$ cat src/rtl/bcdas_pkg.sv
package bcdas_pkg;

  // Strobes the control half hands to the datapath.
  typedef struct packed {
    logic useNines;    // feed the nine's complement of Y into the adder
    logic forceCarry;  // carry into the lowest digit
  } addsubStrobes_t;

  // Nine's complement of one BCD digit (9 - d), valid for d in 0..9.
  function automatic logic [3:0] ninesDigit(input logic [3:0] d);
    ninesDigit = {~d[3] & ~d[2] & ~d[1], d[2] ^ d[1], d[1], ~d[0]};
  endfunction

  // Upper three bits of the nine's complement, taken from the upper bits alone.
  function automatic logic [2:0] ninesHigh(input logic [2:0] h);
    ninesHigh = {~h[2] & ~h[1] & ~h[0], h[1] ^ h[0], h[0]};
  endfunction

endpackage

$ cat src/rtl/bcdas_ctrl.sv
module bcdas_ctrl
  import bcdas_pkg::*;
(
  input  logic           opSub,
  output addsubStrobes_t strobes
);

  always_comb begin
    strobes.useNines   = opSub;
    strobes.forceCarry = opSub;
  end

endmodule

$ cat src/rtl/bcdas_gp_cell.sv
module bcdas_gp_cell
  import bcdas_pkg::*;
(
  input  logic [3:0] xDig,
  input  logic [3:0] yDig,
  input  logic       useNines,
  output logic       digProp,
  output logic       digGen
);

  logic [2:0] yHiNines;
  logic [3:0] hiSumPlain;
  logic [3:0] hiSumNines;
  logic       ppPlain, ggPlain, ppNines, ggNines;
  logic       ppSel, ggSel;
  logic       yLowEff;

  assign yHiNines   = ninesHigh(yDig[3:1]);
  assign hiSumPlain = {1'b0, xDig[3:1]} + {1'b0, yDig[3:1]};
  assign hiSumNines = {1'b0, xDig[3:1]} + {1'b0, yHiNines};

  // Upper-field flags: the fields sum to exactly four, or to five or more.
  assign ppPlain = (hiSumPlain == 4'd4);
  assign ggPlain = (hiSumPlain >= 4'd5);
  assign ppNines = (hiSumNines == 4'd4);
  assign ggNines = (hiSumNines >= 4'd5);

  assign ppSel   = useNines ? ppNines : ppPlain;
  assign ggSel   = useNines ? ggNines : ggPlain;

  // The low bit is complemented only here, at the final combination.
  assign yLowEff = yDig[0] ^ useNines;

  assign digProp = (xDig[0] ^ yLowEff) & ppSel;
  assign digGen  = ggSel | (ppSel & xDig[0] & yLowEff);

endmodule

$ cat src/rtl/bcdas_carry_chain.sv
module bcdas_carry_chain #(
  parameter int DIGITS = 8
) (
  input  logic [DIGITS-1:0] digProp,
  input  logic [DIGITS-1:0] digGen,
  input  logic              carryIn,
  output logic [DIGITS:0]   carries
);

  assign carries[0] = carryIn;

  for (genvar i = 0; i < DIGITS; i++) begin : g_link
    assign carries[i+1] = digProp[i] ? carries[i] : digGen[i];
  end

endmodule

$ cat src/rtl/bcdas_sum_cell.sv
module bcdas_sum_cell
  import bcdas_pkg::*;
(
  input  logic [3:0] xDig,
  input  logic [3:0] yDig,
  input  logic       useNines,
  input  logic       cIn,
  input  logic       cOut,
  output logic [3:0] zDig
);

  logic [3:0] yEff;
  logic [3:0] rawSum;

  assign yEff   = useNines ? ninesDigit(yDig) : yDig;
  assign rawSum = xDig + yEff + {3'b000, cIn};
  // A set digit carry-out means the true sum reached ten: add 6 modulo 16.
  assign zDig   = rawSum + (cOut ? 4'd6 : 4'd0);

endmodule

$ cat src/rtl/bcdas_datapath.sv
module bcdas_datapath
  import bcdas_pkg::*;
#(
  parameter int DIGITS = 8
) (
  input  logic [4*DIGITS-1:0] opX,
  input  logic [4*DIGITS-1:0] opY,
  input  addsubStrobes_t      strobes,
  output logic [4*DIGITS-1:0] resultDigits,
  output logic                carryOut,
  output logic                overflow
);

  localparam int TOP = 4 * DIGITS - 4;

  logic [DIGITS-1:0] digProp;
  logic [DIGITS-1:0] digGen;
  logic [DIGITS:0]   carries;

  for (genvar d = 0; d < DIGITS; d++) begin : g_digit
    bcdas_gp_cell u_gp (
      .xDig     (opX[4*d +: 4]),
      .yDig     (opY[4*d +: 4]),
      .useNines (strobes.useNines),
      .digProp  (digProp[d]),
      .digGen   (digGen[d])
    );

    bcdas_sum_cell u_sum (
      .xDig     (opX[4*d +: 4]),
      .yDig     (opY[4*d +: 4]),
      .useNines (strobes.useNines),
      .cIn      (carries[d]),
      .cOut     (carries[d+1]),
      .zDig     (resultDigits[4*d +: 4])
    );
  end

  bcdas_carry_chain #(.DIGITS(DIGITS)) u_chain (
    .digProp (digProp),
    .digGen  (digGen),
    .carryIn (strobes.forceCarry),
    .carries (carries)
  );

  assign carryOut = carries[DIGITS];

  // Sign classes of the effective operands and of the result.
  logic [3:0] yTopEff;
  logic       xNeg, yNeg, rNeg;

  assign yTopEff  = strobes.useNines ? ninesDigit(opY[TOP +: 4]) : opY[TOP +: 4];
  assign xNeg     = (opX[TOP +: 4] >= 4'd5);
  assign yNeg     = (yTopEff >= 4'd5);
  assign rNeg     = (resultDigits[TOP +: 4] >= 4'd5);
  assign overflow = (xNeg == yNeg) && (rNeg != xNeg);

endmodule

$ cat src/rtl/bcd_addsub.sv
module bcd_addsub
  import bcdas_pkg::*;
#(
  parameter int DIGITS = 8
) (
  input  logic [4*DIGITS-1:0] opX,
  input  logic [4*DIGITS-1:0] opY,
  input  logic                opSub,
  output logic [4*DIGITS-1:0] resultDigits,
  output logic                carryOut,
  output logic                overflow
);

  addsubStrobes_t strobes;

  bcdas_ctrl u_ctrl (
    .opSub   (opSub),
    .strobes (strobes)
  );

  bcdas_datapath #(.DIGITS(DIGITS)) u_dp (
    .opX          (opX),
    .opY          (opY),
    .strobes      (strobes),
    .resultDigits (resultDigits),
    .carryOut     (carryOut),
    .overflow     (overflow)
  );

endmodule

$ cat config.mk
export PLATFORM = sky130hd
export DESIGN_NAME = bcd_addsub
export DESIGN_NICKNAME = d
export VERILOG_FILES = /design/src/rtl/bcdas_pkg.sv /design/src/rtl/bcdas_ctrl.sv /design/src/rtl/bcdas_gp_cell.sv /design/src/rtl/bcdas_carry_chain.sv /design/src/rtl/bcdas_sum_cell.sv /design/src/rtl/bcdas_datapath.sv /design/src/rtl/bcd_addsub.sv
export SDC_FILE = /design/constraint.sdc
export NUM_CORES = 1
export LEC_CHECK = 0
export ABC_AREA = 1
export BUFFER_PORTS_ARGS = -buffer_cell sky130_fd_sc_hd__buf_2
export CAP_MARGIN = 20
export CORE_UTILIZATION = 50
export DETAILED_ROUTE_END_ITERATION = 8
export PLACE_DENSITY = 0.71
export SETUP_SLACK_MARGIN = 0.5
export SYNTH_ARGS = -nofsm -noshare
export SYNTH_HDL_FRONTEND = slang
export SYNTH_HIERARCHICAL = 1
export SYNTH_SLANG_ARGS = --single-unit
$ cat constraint.sdc
create_clock -name vclk -period 8.8
set_input_delay 2.2 -clock vclk [all_inputs]
set_output_delay 2.2 -clock vclk [all_outputs]
set_load 0.02 [all_outputs]
# Yosys cells after proc, flatten, opt, wreduce, memory -nomap -nowiden
# Cells that the tools add are included.
[totals]
register_bits = 0
input_bits = 65
mem_count = 0
rom_bits = 0
mem_bits_rw = 0
latch_bits = 0
word_cells = 222
out_inout_bits = 34
[classes]
mux = 40
shifts = 0
div = 0
n_eq_ne = 18
bitwise_logic = 104
magnitude_cmp = 19
reduce_logical = 1
add_sub_neg = 40
mul = 0
[op_table]
columns = ["cell", "n"]
rows = [
  ["$ge A4 B3 Y1 const B", 19],
  ["$add A3 B3 Y4", 16],
  ["$eq A4 B3 Y1 const B", 16],
  ["$and A1 B1 Y1", 40],
  ["$add A4 B1 Y4", 8],
  ["$add A4 B3 Y4", 8],
  ["$add A4 B4 Y4", 8],
  ["$mux W4", 8],
  ["$not A1 Y1", 32],
  ["$mux W1", 24],
  ["$mux W3", 8],
  ["$xor A1 B1 Y1", 24],
  ["$or A1 B1 Y1", 8],
  ["$eq A1 B1 Y1", 1],
  ["$logic_and A1 B1 Y1", 1],
  ["$ne A1 B1 Y1", 1],
]

# Logic depth before layout (Yosys ltp)
[depth]
ltp_word = 22
depth_mapped = 36
ltp_nobuf = 36

# Cells and area by module
# The synthesis kept the hierarchy.
[by_module_without_submodules]
columns = ["mod", "seq_area_each_um2", "instances", "cells_per_inst", "area_each_um2"]
rows = [
  ["bcdas_sum_cell", 0.0, 8, 32, 212.7],
  ["bcdas_gp_cell at u_dp.g_digit[2].u_gp ...", 0.0, 4, 57, 325.3],
  ["bcdas_gp_cell at u_dp.g_digit[0].u_gp ...", 0.0, 4, 57, 322.8],
  ["bcdas_carry_chain", 0.0, 1, 33, 219.0],
  ["bcdas_datapath", 0.0, 1, 26, 108.9],
  ["bcdas_ctrl", 0.0, 1, 2, 15.0],
]

# Worst setup path after synthesis
# OpenSTA, ideal clock, no wires.
[synth_timing]
path_kind = "input-to-output"
from = "in opX[1]"
to = "out overflow"
n_path_buf = 0
path_slack_ns = 0.381
arrival_time_ns = 6.219
path_stages = 33
required_ns = 6.600
cell_sequence = "ha_1 fa_1 clkinv_1 nand2_1 nor2_4 nand2_1 nand2_1 nand2_1 nor2_1 inv_1 nand2_2 nand3_2 nand3_2 nand3_2 nand3_2 nand3_2 nand3_2 nand3_1 nand2_1 inv_1 fa_1 inv_1 fa_1 inv_1 nand2_1 nand3b_1 nand2_1 nand2_1 nand2_1 o21bai_1 nor2_1 nand2_1 nand2_1"
[synth_via]
word_cells_on_any_way = 26
cone_classes = "add/sub: 4; order compare: 3; eq/ne: 3; mux: 11; bitwise: 4; reduce/logical: 1"
[synth_rtl]
columns = ["item", "line", "rtl"]
rows = [
  ["start: declaration", "bcd_addsub.sv:6", "input logic [4*DIGITS-1:0] opX,"],
  ["$add A3 B3 Y4, on equally long branches", "bcdas_gp_cell.sv:19, bcdas_gp_cell.sv:20", ""],
  ["$eq A4 B3 Y1, on equally long branches", "bcdas_gp_cell.sv:23, bcdas_gp_cell.sv:25", ""],
  ["$mux W1 (*)", "bcdas_gp_cell.sv:28", "assign ppSel = useNines ? ppNines : ppPlain;"],
  ["$and A1 B1 Y1 (*)", "bcdas_gp_cell.sv:34", "assign digProp = (xDig[0] ^ yLowEff) & ppSel;"],
  ["via u_dp.digProp[0]", "bcdas_datapath.sv:16", "logic [DIGITS-1:0] digProp;"],
  ["$mux W1 (*) (8 in a row)", "bcdas_carry_chain.sv:13", "assign carries[i+1] = digProp[i] ? carries[i] : digGen[i];"],
  ["via carryOut", "bcd_addsub.sv:10", "output logic carryOut,"],
  ["$mux W3 (*)", "bcdas_sum_cell.sv:18", "assign zDig = rawSum + (cOut ? 4'd6 : 4'd0);"],
  ["$add A4 B3 Y4 (*)", "bcdas_sum_cell.sv:18", ""],
  ["via resultDigits[31]", "bcd_addsub.sv:9", "output logic [4*DIGITS-1:0] resultDigits,"],
  ["$ge A4 B3 Y1 (*)", "bcdas_datapath.sv:55", "assign rNeg = (resultDigits[TOP +: 4] >= 4'd5);"],
  ["$ne A1 B1 Y1 (*)", "bcdas_datapath.sv:56", "assign overflow = (xNeg == yNeg) && (rNeg != xNeg);"],
  ["$logic_and A1 B1 Y1 (*)", "bcdas_datapath.sv:56", ""],
  ["end: declaration", "bcd_addsub.sv:11", "output logic overflow"],
]
# Mark *: on every way through the listed nets, which the timed path passes. The rest lies on a longest branch.

# Worst setup path in the final report
[layout_timing]
from = "in opY[1]"
to = "out overflow"
[layout_via]
word_cells_on_any_way = 29
cone_classes = "add/sub: 4; order compare: 3; eq/ne: 3; mux: 11; bitwise: 7; reduce/logical: 1"
[layout_rtl]
columns = ["item", "line", "rtl"]
rows = [
  ["start: declaration", "bcd_addsub.sv:7", "input logic [4*DIGITS-1:0] opY,"],
  ["$not A1 Y1", "bcdas_pkg.sv:16", "ninesHigh = {~h[2] & ~h[1] & ~h[0], h[1] ^ h[0], h[0]};"],
  ["$and A1 B1 Y1", "bcdas_pkg.sv:16", ""],
  ["$add A3 B3 Y4", "bcdas_gp_cell.sv:20", "assign hiSumNines = {1'b0, xDig[3:1]} + {1'b0, yHiNines};"],
  ["$eq A4 B3 Y1", "bcdas_gp_cell.sv:25", "assign ppNines = (hiSumNines == 4'd4);"],
  ["$mux W1 (*)", "bcdas_gp_cell.sv:28", ""],
  ["$and A1 B1 Y1 (*)", "bcdas_gp_cell.sv:34", ""],
  ["via u_dp.digProp[0]", "bcdas_datapath.sv:16", ""],
  ["$mux W1 (*) (7 in a row)", "bcdas_carry_chain.sv:13", ""],
  ["parallel branches: the longest is 2 deep, another holds $add A4 B1 Y4", "n/a", ""],
  ["$add A4 B3 Y4 (*)", "bcdas_sum_cell.sv:18", ""],
  ["$ge A4 B3 Y1 (*)", "bcdas_datapath.sv:55", ""],
  ["$ne A1 B1 Y1 (*)", "bcdas_datapath.sv:56", ""],
  ["$logic_and A1 B1 Y1 (*)", "bcdas_datapath.sv:56", ""],
]
# Mark *: on every way through the listed nets, which the timed path passes.

==> results.sh <==
export IMPL_fin_hold_ws_ps=4840
export IMPL_hp_class="input pin to output pin"
export IMPL_seqCellArea_sq_um=0
export IMPL_busiest_layer="met2"
export IMPL_syn_avg_cell_area_sq_um=6.00
export IMPL_drt_iter0_drc=117
export IMPL_drc=4
export IMPL_synthMuxAreaShare_pct=0
export IMPL_relSlewSlack_pct=61.0
export IMPL_route_antenna_remaining_nets=0
export IMPL_rsz0062_at_grt="yes"
export IMPL_irDropWorstVdd_mv=0.129
export IMPL_avgRoutedWirePerCell_microns=10.9
export IMPL_power_static_leakage_nw=3.23
export IMPL_worst_path_most_repeated_cell="nand3_2"
export IMPL_power_frac_comb_pct=100.0
export IMPL_synth_xor_area_share_pct=6.04
export IMPL_grt_use_met3_pct=1.29
export IMPL_fin_crit_sh_pct=96.2
export IMPL_hold_violations=0
export IMPL_p_switching_w=0.000411
export IMPL_synth_area_leaders="fa_1, nand2_1, ha_1"
export IMPL_port_buffers=99
export IMPL_grt_max_degree=25
export IMPL_cp_data_required_time_ps=6600
export IMPL_min_from="opX[4]"
export IMPL_via_per_inst=4.85
export IMPL_yosysUniqueCellTypes=27
export IMPL_syn_to_final_growth_pct=20.5
export IMPL_hpwl_mm=9.06
export IMPL_grt_overflow_total=0
export IMPL_grt_pass1_wl_mm=18.9
export IMPL_max_stage_delay_ps=540
export IMPL_max_cap_violations=0
export IMPL_initial_core_util_pct=52.4
export IMPL_fin_crit_ps=8460
export IMPL_synth_top_area_cell="fa_1"
export IMPL_multiInputGateArea_sq_um=4160
export IMPL_nFillCells=826
export IMPL_synth_cells=773
export IMPL_die_y_microns=98.3
export IMPL_report_final_slew_viol_count=0
export IMPL_syn_nets=934
export IMPL_postCtsHoldBufs=0
export IMPL_seq_area_frac_synth_pct=0
export IMPL_synth_most_common_cell="nand2_1"
export IMPL_fmax_ghz=0.118
export IMPL_power_density_nw_per_um2=119
export IMPL_tightest_slew_ps=584
export IMPL_grt_pass1_vias=4678
export IMPL_grt_antenna_before_repair=1
export IMPL_dpl_cell_count=981
export IMPL_die_x_microns=98.3
export IMPL_vias=4803
export IMPL_synthTopCellsByCount="nand2_1, inv_1, nor2_1"
export IMPL_p_seq_share_pct=0
export IMPL_crit_path_max_fanout=6
export IMPL_placementRows=34
export IMPL_p_clk_share_pct=0
export IMPL_fin_cells=990
export IMPL_cp_end_kind="output pin"
export IMPL_setup_worst_path_class="input pin to output pin"
export IMPL_num_clock_buffers=0
export IMPL_status="complete, but fails checks"
export IMPL_fin_nets=1045
export IMPL_hold_depth=3
export IMPL_synth_simple_area_share_pct=41.6
export IMPL_netlist_area_leader_share_pct=20.7
export IMPL_met1_usage_pct=26.8
export IMPL_gr_usage_all_layers_pct=22.6
export IMPL_io_pins=99
export IMPL_met2_usage_pct=46.2
export IMPL_critPathSlowestCell="fa_1"
export IMPL_crit_arrival_ps=6260
export IMPL_synth_warnings=6
export IMPL_die_area_sq_um=9660
export IMPL_routabilityCongestion=0.809
export IMPL_drtPass1Iterations=9
export IMPL_routed_wl_mm=10.8
export IMPL_diodes=0
export IMPL_hold_end="resultDigits[4]"
export IMPL_setup_viol=0
export IMPL_fin_tns_setup_ps=0
export IMPL_seq_cells=0
export IMPL_synthAdderAreaFrac_pct=33.7
export IMPL_synth_top_family_by_area="simple AND/OR/NAND/NOR gates"
export IMPL_synth_compound_area_share_pct=4.67
export IMPL_synth_area_sq_um=4640
export IMPL_drive_gt1_share_pct=25.1
export IMPL_startpoint_type="input pin"
export IMPL_core_sq_um=8850
export IMPL_failed_checks="DRC"
export IMPL_p_sw_share_pct=61.7
export IMPL_intPower_w=0.000255
==> area by class of cell <==
class              count  area share (%)
multi-input cells    603            74.6
repair buffers       112            11.8
inverters            167            11.3
well taps            108            2.42
==> how the worst max path moves through the flow <==
stage | start | endpoint | slack [ps] | cells after the start
final | opY[1] | overflow | 340 | 36
after global placement | opY[1] | overflow | 300 | 35
after floorplan | opX[1] | overflow | 520 | 33
after detailed placement | opY[1] | overflow | 130 | 35
after global routing | opY[1] | overflow | 50 | 35
after CTS | opY[1] | overflow | 380 | 33
==> critical path: cells and delay by family <==
family	cells	cell delay, ps
AND/OR/NAND/NOR	24	1810
buffers and inverters	8	590
adder cells (fa/ha/maj)	4	1630
==> routing by layer <==
metal / wire (microns) / vias to the layer above
li1: - / 2531
met1: 4750 / 2188
met2: 5720 / 80
met3: 338 / 4
met4: 22 / 0
met5: 0 / -
==> layout by cell type (no fill, tap or decap), types with 2 or more instances in the layout <==
| master | instances |
|---|---|
| or2_0 | 4 |
| o21ai_0 | 8 |
| nand3_1 | 32 |
| a21oi_1 | 24 |
| nand2_2 | 26 |
| clkinv_1 | 2 |
| o21ai_1 | 8 |
| xor2_4 | 2 |
| nand3b_1 | 8 |
| clkinv_2 | 2 |
| ha_2 | 2 |
| ha_4 | 4 |
| inv_1 | 139 |
| nand2_8 | 2 |
| nor3_1 | 7 |
| or2_2 | 2 |
| nor2_1 | 67 |
| nand3_2 | 9 |
| buf_2 | 89 |
| or2_1 | 5 |
| buf_4 | 14 |
| nor2_4 | 4 |
| xnor2_1 | 8 |
| fa_2 | 3 |
| nor2_2 | 23 |
| fa_1 | 45 |
| buf_6 | 7 |
| nand2_1 | 240 |
| ha_1 | 42 |
| xor2_2 | 2 |
| xor2_1 | 20 |
| inv_2 | 24 |
==> cell families after synthesis <==
kind of cell	Yosys count
buffers and inverters	170
AOI/OAI and AO/OA	42
adders and majority gates	96
xor gates and xnor gates	32
and+or+nand+nor	433
==> power groups by stage <==
stage | logic, W | registers, W | clock network (W)
global route | 0.000748 | 0 | 0
global placement | 0.000610 | 0 | 0
finish | 0.000666 | 0 | 0
floorplan | 0.000482 | 0 | 0
detailed placement | 0.000630 | 0 | 0
CTS | 0.000650 | 0 | 0
==> metrics by stage <==
step / total power [W] / worst slack, ps / utilization, % / area, sq um
5_1_grt: 0.000748 / 52.0 / 63.1 / 5590
6_report: 0.000666 / 336 / 63.1 / 5590
3_3_place_gp: 0.000610 / 297 / 59.7 / 5280
2_1_floorplan: 0.000482 / 520 / - / 4640
3_5_place_dp: 0.000630 / 134 / 59.7 / 5280
4_1_cts: 0.000650 / 376 / 61.8 / 5470
==> what timing repair did <==
action                     in CTS  in global routing
gates resized for setup        39                 26
gates cloned                    0                  0
pin swaps                      26                 34
setup buffers                   5                  4
setup endpoints to repair       4                  5
No activity file was read; power rests on OpenSTA's default activity.
